--- src/rtl/octrd_pkg.sv ---
package octrd_pkg;
    typedef enum logic [1:0] {
        ST_IDLE,
        ST_REQ,
        ST_STREAM,
        ST_HOLD
    } rdst_t;

    localparam logic [2:0] CTI_CLASSIC = 3'd0;
    localparam logic [2:0] CTI_INCR    = 3'd2;
    localparam logic [2:0] CTI_END     = 3'd7;
endpackage

--- src/rtl/octrd_rxfifo.sv ---
module octrd_rxfifo #(
    parameter int DEPTH = 8
) (
    input  logic       clk,
    input  logic       rst,
    input  logic       clr,
    input  logic       push,
    input  logic [7:0] din,
    input  logic       pop,
    output logic [7:0] dout,
    output logic       empty,
    output logic       full
);
    localparam int PW = $clog2(DEPTH);
    localparam int CW = PW + 1;

    logic [7:0]    mem [DEPTH];
    logic [PW-1:0] wr_q, rd_q;
    logic [CW-1:0] cnt_q;
    logic          push_ok, pop_ok;

    assign full    = (cnt_q == CW'(DEPTH));
    assign empty   = (cnt_q == '0);
    assign push_ok = push && !full;
    assign pop_ok  = pop && !empty;
    assign dout    = mem[rd_q];

    always_ff @(posedge clk) begin
        if (rst || clr) begin
            wr_q  <= '0;
            rd_q  <= '0;
            cnt_q <= '0;
        end else begin
            if (push_ok) begin
                mem[wr_q] <= din;
                wr_q      <= wr_q + 1'b1;
            end
            if (pop_ok) begin
                rd_q <= rd_q + 1'b1;
            end
            cnt_q <= cnt_q + CW'(push_ok) - CW'(pop_ok);
        end
    end

    // Level tracks accepted pushes and pops; a full FIFO never grows
    p_level_r9: assert property (@(posedge clk) disable iff (rst)
        !clr |=> (cnt_q == $past(cnt_q) + CW'($past(push_ok)) - CW'($past(pop_ok))));
    p_no_overflow_r9: assert property (@(posedge clk) disable iff (rst)
        (full && !pop) |=> (cnt_q == CW'(DEPTH) || $past(clr)));
endmodule

--- src/rtl/octrd_packer.sv ---
module octrd_packer #(
    parameter int WORD_W = 32
) (
    input  logic              clk,
    input  logic              rst,
    input  logic              clr,
    input  logic              byte_vld,
    input  logic [7:0]        byte_in,
    input  logic              take,
    output logic [WORD_W-1:0] word,
    output logic              word_valid
);
    localparam int BPW = WORD_W / 8;
    localparam int LW  = $clog2(BPW);

    logic [LW-1:0]     lane_q;
    logic [WORD_W-1:0] word_q;
    logic              valid_q;

    always_ff @(posedge clk) begin
        if (rst || clr) begin
            lane_q  <= '0;
            valid_q <= 1'b0;
            word_q  <= '0;
        end else begin
            if (take) begin
                valid_q <= 1'b0;
            end
            if (byte_vld) begin
                word_q[{lane_q, 3'b000} +: 8] <= byte_in;
                lane_q <= lane_q + 1'b1;
                if (lane_q == LW'(BPW - 1)) begin
                    valid_q <= 1'b1;
                end
            end
        end
    end

    assign word       = word_q;
    assign word_valid = valid_q;

    // A word completes only when the last lane is written
    p_full_word_r3: assert property (@(posedge clk) disable iff (rst)
        $rose(valid_q) |-> (lane_q == '0));
    p_no_pack_on_valid_r7: assert property (@(posedge clk) disable iff (rst)
        valid_q |-> !byte_vld);
endmodule

--- src/rtl/octrd_ctrl.sv ---
module octrd_ctrl
    import octrd_pkg::*;
#(
    parameter int AW  = 24,
    parameter int DCW = 5
) (
    input  logic           clk,
    input  logic           rst,
    input  logic           bus_cyc,
    input  logic           bus_stb,
    input  logic [AW-1:0]  bus_adr,
    input  logic [2:0]     bus_cti,
    input  logic           word_valid,
    input  logic [DCW-1:0] cfg_dummy,
    input  logic           cmd_ack,
    output logic           take,
    output logic           flush,
    output logic           bus_ack,
    output logic           cmd_req,
    output logic [AW-1:0]  cmd_adr,
    output logic [DCW-1:0] cmd_dummy,
    output logic           stream_on
);
    rdst_t          state_q, state_d;
    logic           ack_q;
    logic           ptr_ok_q;
    logic [AW-1:0]  ptr_q;
    logic [AW-1:0]  req_adr_q;
    logic [DCW-1:0] dummy_q;
    logic           access, hit, launch;

    assign access = bus_cyc && bus_stb && !ack_q;
    assign hit    = ptr_ok_q && (bus_adr == ptr_q);

    // next-state and decode
    always_comb begin
        state_d = state_q;
        take    = 1'b0;
        launch  = 1'b0;
        unique case (state_q)
            ST_IDLE: begin
                if (access) begin
                    launch  = 1'b1;
                    state_d = ST_REQ;
                end
            end
            ST_REQ: begin
                if (cmd_ack) state_d = ST_STREAM;
            end
            ST_STREAM: begin
                if (access && !hit) begin
                    launch  = 1'b1;
                    state_d = ST_REQ;
                end else if (access && word_valid) begin
                    take = 1'b1;
                    if (bus_cti != CTI_INCR) state_d = ST_HOLD;
                end
            end
            ST_HOLD: begin
                if (!bus_stb) state_d = ST_STREAM;
            end
            default: state_d = ST_IDLE;
        endcase
    end

    // state register
    always_ff @(posedge clk) begin
        if (rst) state_q <= ST_IDLE;
        else     state_q <= state_d;
    end

    // datapath registers
    always_ff @(posedge clk) begin
        if (rst) begin
            ack_q     <= 1'b0;
            ptr_ok_q  <= 1'b0;
            ptr_q     <= '0;
            req_adr_q <= '0;
            dummy_q   <= '0;
        end else begin
            ack_q <= take;
            if (take) ptr_q <= ptr_q + 1'b1;
            if (launch) begin
                req_adr_q <= bus_adr;
                dummy_q   <= cfg_dummy;
                ptr_ok_q  <= 1'b0;
            end
            if (state_q == ST_REQ && cmd_ack) begin
                ptr_q    <= req_adr_q;
                ptr_ok_q <= 1'b1;
            end
        end
    end

    // outputs
    always_comb begin
        bus_ack   = ack_q;
        cmd_req   = (state_q == ST_REQ);
        cmd_adr   = req_adr_q;
        cmd_dummy = dummy_q;
        stream_on = (state_q == ST_STREAM) || (state_q == ST_HOLD);
        flush     = launch || (state_q == ST_REQ);
    end

    p_ack_pulse_r4: assert property (@(posedge clk) disable iff (rst)
        ack_q |=> !ack_q);
    p_req_hold_r2: assert property (@(posedge clk) disable iff (rst)
        (cmd_req && !cmd_ack) |=> (cmd_req && $stable(cmd_adr) && $stable(cmd_dummy)));
    p_hold_quiet_r5: assert property (@(posedge clk) disable iff (rst)
        (state_q == ST_HOLD) |=> !ack_q);
    p_no_ack_in_req_r6: assert property (@(posedge clk) disable iff (rst)
        cmd_req |-> !bus_ack);
    p_reset_idle_r1: assert property (@(posedge clk)
        $past(rst) |-> (!bus_ack && !cmd_req && !stream_on));
endmodule

--- src/rtl/octrd_prefetch.sv ---
module octrd_prefetch #(
    parameter int AW         = 24,
    parameter int DCW        = 5,
    parameter int FIFO_DEPTH = 8,
    parameter int WORD_W     = 32
) (
    input  logic              clk,
    input  logic              rst,
    input  logic              bus_cyc,
    input  logic              bus_stb,
    input  logic [AW-1:0]     bus_adr,
    input  logic [2:0]        bus_cti,
    output logic              bus_ack,
    output logic [WORD_W-1:0] bus_dat,
    input  logic [DCW-1:0]    cfg_dummy,
    output logic              cmd_req,
    output logic [AW-1:0]     cmd_adr,
    output logic [DCW-1:0]    cmd_dummy,
    input  logic              cmd_ack,
    input  logic              rx_valid,
    input  logic [7:0]        rx_byte,
    output logic              rx_run
);
    logic              take, flush, stream_on;
    logic              f_empty, f_full, f_pop;
    logic [7:0]        f_dout;
    logic [WORD_W-1:0] word;
    logic              word_valid;
    logic [WORD_W-1:0] dat_q;

    assign f_pop  = !f_empty && !word_valid && !flush;
    assign rx_run = stream_on && !f_full;

    octrd_ctrl #(.AW(AW), .DCW(DCW)) u_ctrl (
        .clk       (clk),
        .rst       (rst),
        .bus_cyc   (bus_cyc),
        .bus_stb   (bus_stb),
        .bus_adr   (bus_adr),
        .bus_cti   (bus_cti),
        .word_valid(word_valid),
        .cfg_dummy (cfg_dummy),
        .cmd_ack   (cmd_ack),
        .take      (take),
        .flush     (flush),
        .bus_ack   (bus_ack),
        .cmd_req   (cmd_req),
        .cmd_adr   (cmd_adr),
        .cmd_dummy (cmd_dummy),
        .stream_on (stream_on)
    );

    octrd_rxfifo #(.DEPTH(FIFO_DEPTH)) u_fifo (
        .clk  (clk),
        .rst  (rst),
        .clr  (flush),
        .push (rx_valid),
        .din  (rx_byte),
        .pop  (f_pop),
        .dout (f_dout),
        .empty(f_empty),
        .full (f_full)
    );

    octrd_packer #(.WORD_W(WORD_W)) u_pack (
        .clk       (clk),
        .rst       (rst),
        .clr       (flush),
        .byte_vld  (f_pop),
        .byte_in   (f_dout),
        .take      (take),
        .word      (word),
        .word_valid(word_valid)
    );

    always_ff @(posedge clk) begin
        if (rst)       dat_q <= '0;
        else if (take) dat_q <= word;
    end
    assign bus_dat = dat_q;

    // An acknowledge always follows a completed packed word
    p_ack_has_word_r7: assert property (@(posedge clk) disable iff (rst)
        bus_ack |-> $past(word_valid));
    p_run_stops_full_r9: assert property (@(posedge clk) disable iff (rst)
        (f_full && !f_pop) |=> (!rx_run || $past(flush)));
endmodule

--- config.mk ---
export PLATFORM = sky130hd
export DESIGN_NAME = octrd_prefetch
export DESIGN_NICKNAME = d
export VERILOG_FILES = /design/src/rtl/octrd_pkg.sv /design/src/rtl/octrd_rxfifo.sv /design/src/rtl/octrd_packer.sv /design/src/rtl/octrd_ctrl.sv /design/src/rtl/octrd_prefetch.sv
export SDC_FILE = /design/constraint.sdc
export NUM_CORES = 1
export LEC_CHECK = 0
export ABC_CLOCK_PERIOD_IN_PS = 4200
export BUFFER_PORTS_ARGS = -buffer_cell sky130_fd_sc_hd__buf_4
export CORE_MARGIN = 2
export CORE_UTILIZATION = 49
export CTS_CLUSTER_DIAMETER = 50
export DETAILED_ROUTE_END_ITERATION = 6
export GPL_TIMING_DRIVEN = 0
export PLACE_DENSITY = 0.69
export SKIP_LAST_GASP = 1
export SYNTH_ARGS = -nofsm -noshare
export SYNTH_HDL_FRONTEND = slang
export SYNTH_HIERARCHICAL = 1
export SYNTH_SLANG_ARGS = --single-unit
--- constraint.sdc ---
create_clock -name clk -period 4.2 [get_ports clk]
set_input_delay 0.21 -clock clk [delete_from_list [all_inputs] [get_ports clk]]
set_output_delay 0.21 -clock clk [all_outputs]
set_load 0.01 [all_outputs]
==> results.sh <==
export IMPL_status="finished, final reports clean"
export IMPL_drt_met1_wl_mm=10.0
export IMPL_synth_edf_count=64
export IMPL_fin_skew_ps=8.25
export IMPL_p_per_area_nw_per_um2=431
export IMPL_antenna_found_initial=0
export IMPL_worstSetupPathType="reg -> reg"
export IMPL_final_nets=1029
export IMPL_core_um2=17800
export IMPL_rsz0062_at_grt="false"
export IMPL_r2r_slack_ps=110
export IMPL_yosysUniqueCellTypes=63
export IMPL_die_area_um2=19100
export IMPL_dpl_worst_slack_ps=-888
export IMPL_cts_buffers_inserted=24
export IMPL_p_total_mw=4.84
export IMPL_worstPathRequired_ps=4340
export IMPL_clkPwrFrac_pct=40.0
export IMPL_syn_inst=787
export IMPL_finalHoldViolations=0
export IMPL_area_delta_synth_final_pct=27.1
export IMPL_grt_first_pass_wirelength_mm=34.7
export IMPL_routed_wl_met3_mm=1.57
export IMPL_synth_seq_cells=201
export IMPL_wire_per_inst_um=18.0
export IMPL_tritoncts="built"
export IMPL_insertion_delay_ps=510
export IMPL_crit_path_max_fanout=10
export IMPL_peakVddDrop_mv=0.300
export IMPL_p_comb_share_pct=16.0
export IMPL_placedInstanceArea_um2=9960
export IMPL_synthesis_nets=848
export IMPL_drive_gt1_share_pct=21.4
export IMPL_fp_dieH_um=138
export IMPL_clock_sinks=201
export IMPL_drc=0
export IMPL_fmax_mhz=244
export IMPL_setup_violations=0
export IMPL_die_w_um=138
export IMPL_worstPathArrival_ps=4230
export IMPL_dpl_hpwl_mm=14.7
export IMPL_wl_met2_mm=9.74
export IMPL_hold_class="in -> reg"
export IMPL_seqPwrFrac_pct=44.0
export IMPL_power_switching_mw=1.28
export IMPL_rows=49
export IMPL_min_period_ps=4090
export IMPL_synth_ff_type="dfxtp_1"
export IMPL_io_pins=110
export IMPL_grt_ovfl_total=0
export IMPL_cp_start_kind="register"
export IMPL_slew_viol_final=0
export IMPL_portBuffers=109
export IMPL_ys_warn_count=6
export IMPL_max_cap_violations=0
export IMPL_post_route_cell_area_um2=11200
export IMPL_antenna_cells=0
export IMPL_worst_setup_path_end_kind="register"
export IMPL_worstHoldPathCells=2
export IMPL_highest_layer="met4"
export IMPL_grt_pass1_vias=6440
export IMPL_final_util_pct=62.9
export IMPL_grt_util_all_layers_pct=22.3
export IMPL_mostFrequentLayoutCells="137 x dfxtp_1, 118 x buf_4, 85 x nor2_1"
export IMPL_synth_area_top_cells="dfxtp_1 31%, edfxtp_1 22%, mux2i_1 7.3%"
export IMPL_worst_slack_ps=108
export IMPL_grt_max_degree=14
export IMPL_cts_buffer_depth=3
export IMPL_final_common_cell="dfxtp_1"
export IMPL_max_slew_margin_rel_pct=41.1
export IMPL_start_util_pct=49.5
export IMPL_gp_congestion=0.967
export IMPL_hold_end="bus_dat[24]"
export IMPL_internal_power_mw=3.56
export IMPL_yosys_area_top_type="dfxtp_1"
export IMPL_worstRegToRegCells=11
export IMPL_first_pass_iters=5
export IMPL_via_per_inst=5.59
export IMPL_rr_endpoint="u_fifo/mem[3][0]"
export IMPL_synthArstFlopShare_pct=0
export IMPL_cts_max_level=1
export IMPL_clockRootBuffer="clkbuf_16"
export IMPL_switching_share_pct=26.5
export IMPL_synth_area_per_cell_um2=11.2
export IMPL_synth_area_um2=8830
export IMPL_hold_start="rst"
export IMPL_tightest_slew_ps=880
export IMPL_synth_seq_area_share_pct=52.8
export IMPL_ant_nets=0
export IMPL_drt_wl_total_mm=21.8
export IMPL_synth_top_area_share_pct=31.1
export IMPL_leakage_nw=4.25
export IMPL_clkTransAtPathRegs_ps=60
export IMPL_fin_crit_sh_pct=97.4
export IMPL_drt_initial_drc_count=501
export IMPL_vias=6791
export IMPL_reg2reg_from="u_ctrl/ptr_q[5]"
-- registers in the layout, indices dropped and copies added, names as in the netlist, named ones only --
| register | cells |
|---|---|
| bus_dat | 32 |
| u_fifo/cnt_q | 4 |
| u_ctrl/cmd_adr | 24 |
| u_fifo/mem | 64 |
| u_pack/word_valid | 1 |
| u_ctrl/bus_ack | 1 |
| u_ctrl/ptr_q | 24 |
| u_ctrl/ptr_ok_q | 1 |
| u_ctrl/state_q | 2 |
| u_ctrl/cmd_dummy | 5 |
| u_fifo/wr_q | 3 |
| u_pack/lane_q | 2 |
| u_pack/word | 32 |
| u_fifo/rd_q | 3 |
-- logic make-up (layout without fill, tap and decap cells) --
logic type / after synthesis / after routing / synth area share, %
simple gates: 275 / 275 / 15.9
flops: 201 / 201 / 52.8
compound gates: 115 / 115 / 8.70
mux: 88 / 88 / 13.0
buf+inv: 65 / 263 / 4.49
xor+xnor: 28 / 28 / 2.86
fa+ha+maj: 15 / 15 / 2.21
-- power by group through the flow --
stage	clock network [mW]	logic, mW	registers, mW
2_1_floorplan	0	0.461	2.16
3_3_place_gp	0	0.668	2.17
3_5_place_dp	0	0.677	2.17
4_1_cts	1.98	0.721	2.13
5_1_grt	2.06	0.849	2.14
6_report	1.94	0.773	2.13
-- Yosys cell counts, drive strengths merged (2+ instances only) --
library cell and n:
nor3b 3, mux2 8, clkbuf 24, or2 3, o211ai 4, nor2 86, or4b 2, edfxtp 64
nand2b 8, nor3 12, a32o 8, a22oi 2, nand4b 2, mux4 16, inv 15, and2 3
nor2b 5, o21a 5, xor2 14, or3 17, a31oi 20, o21ai 13, or4 4, a32oi 16
ha 14, nand2 53, a21o 2, nor4 9, o311ai 2, or3b 2, a21oi 37, mux2i 64
and3 6, buf 26, dfxtp 137, nand3 26, xnor2 14, nand4 31
-- final cells by class --
cell class / instances / area (um2)
Clock inverter: 7 / 40.0
Buffer: 49 / 339
Timing Repair Buffer: 156 / 1290
Multi-Input combinational cell: 521 / 3830
Tap cell: 229 / 287
Fill cell: 1430 / 6620
Inverter: 15 / 56.3
Sequential cell: 201 / 4660
Clock buffer: 36 / 707
-- worst max path at each step --
| stage | startpoint | end |
|---|---|---|
| finish | u_ctrl/ptr_q[5] | u_fifo/mem[3][0] |
| global route | u_ctrl/ptr_q[5] | u_fifo/mem[7][4] |
| CTS | u_ctrl/ptr_q[7] | u_fifo/mem[0][7] |
| detailed placement | u_ctrl/ptr_q[7] | u_fifo/mem[1][5] |
| global placement | u_ctrl/ptr_q[7] | u_fifo/mem[5][6] |
| floorplan | u_ctrl/ptr_q[16] | u_fifo/mem[1][0] |
-- through the flow --
stage	setup TNS (ps)	hold WS (ps)	instances
after floorplan	0	282	787
after global placement	-34190	437	1125
after detailed placement	-21820	445	1127
after CTS	-1400	9.96	1211
after global routing	0	43.9	1214
final	0	35.4	1214
-- repair_timing --
action,in CTS,in global routing
hold endpoints to repair,95,0
pin swaps,1,2
setup endpoints to repair,64,69
hold buffers,39,0
buffers inserted,2,4
gates resized for setup,8,4
gates cloned,0,0
-- critical path, cell delays in order, from the launching register on --
cell	delay, ps
dfxtp_1	290
buf_2	160
xnor2_1	280
nand4_1	180
or4_1	480
buf_2	170
o21ai_2	330
buf_4	310
nand2_2	180
or2_2	390
or4_4	490
nor2_2	450
-- per-layer routing --
metal | vias up | track usage (%)
met4 | 0 | 7.30
met2 | 255 | 34.1
li1 | 3281 | -
met3 | 39 | 3.71
met5 | - | 0
met1 | 3216 | 32.5
(Power assumes the default switching activity.)
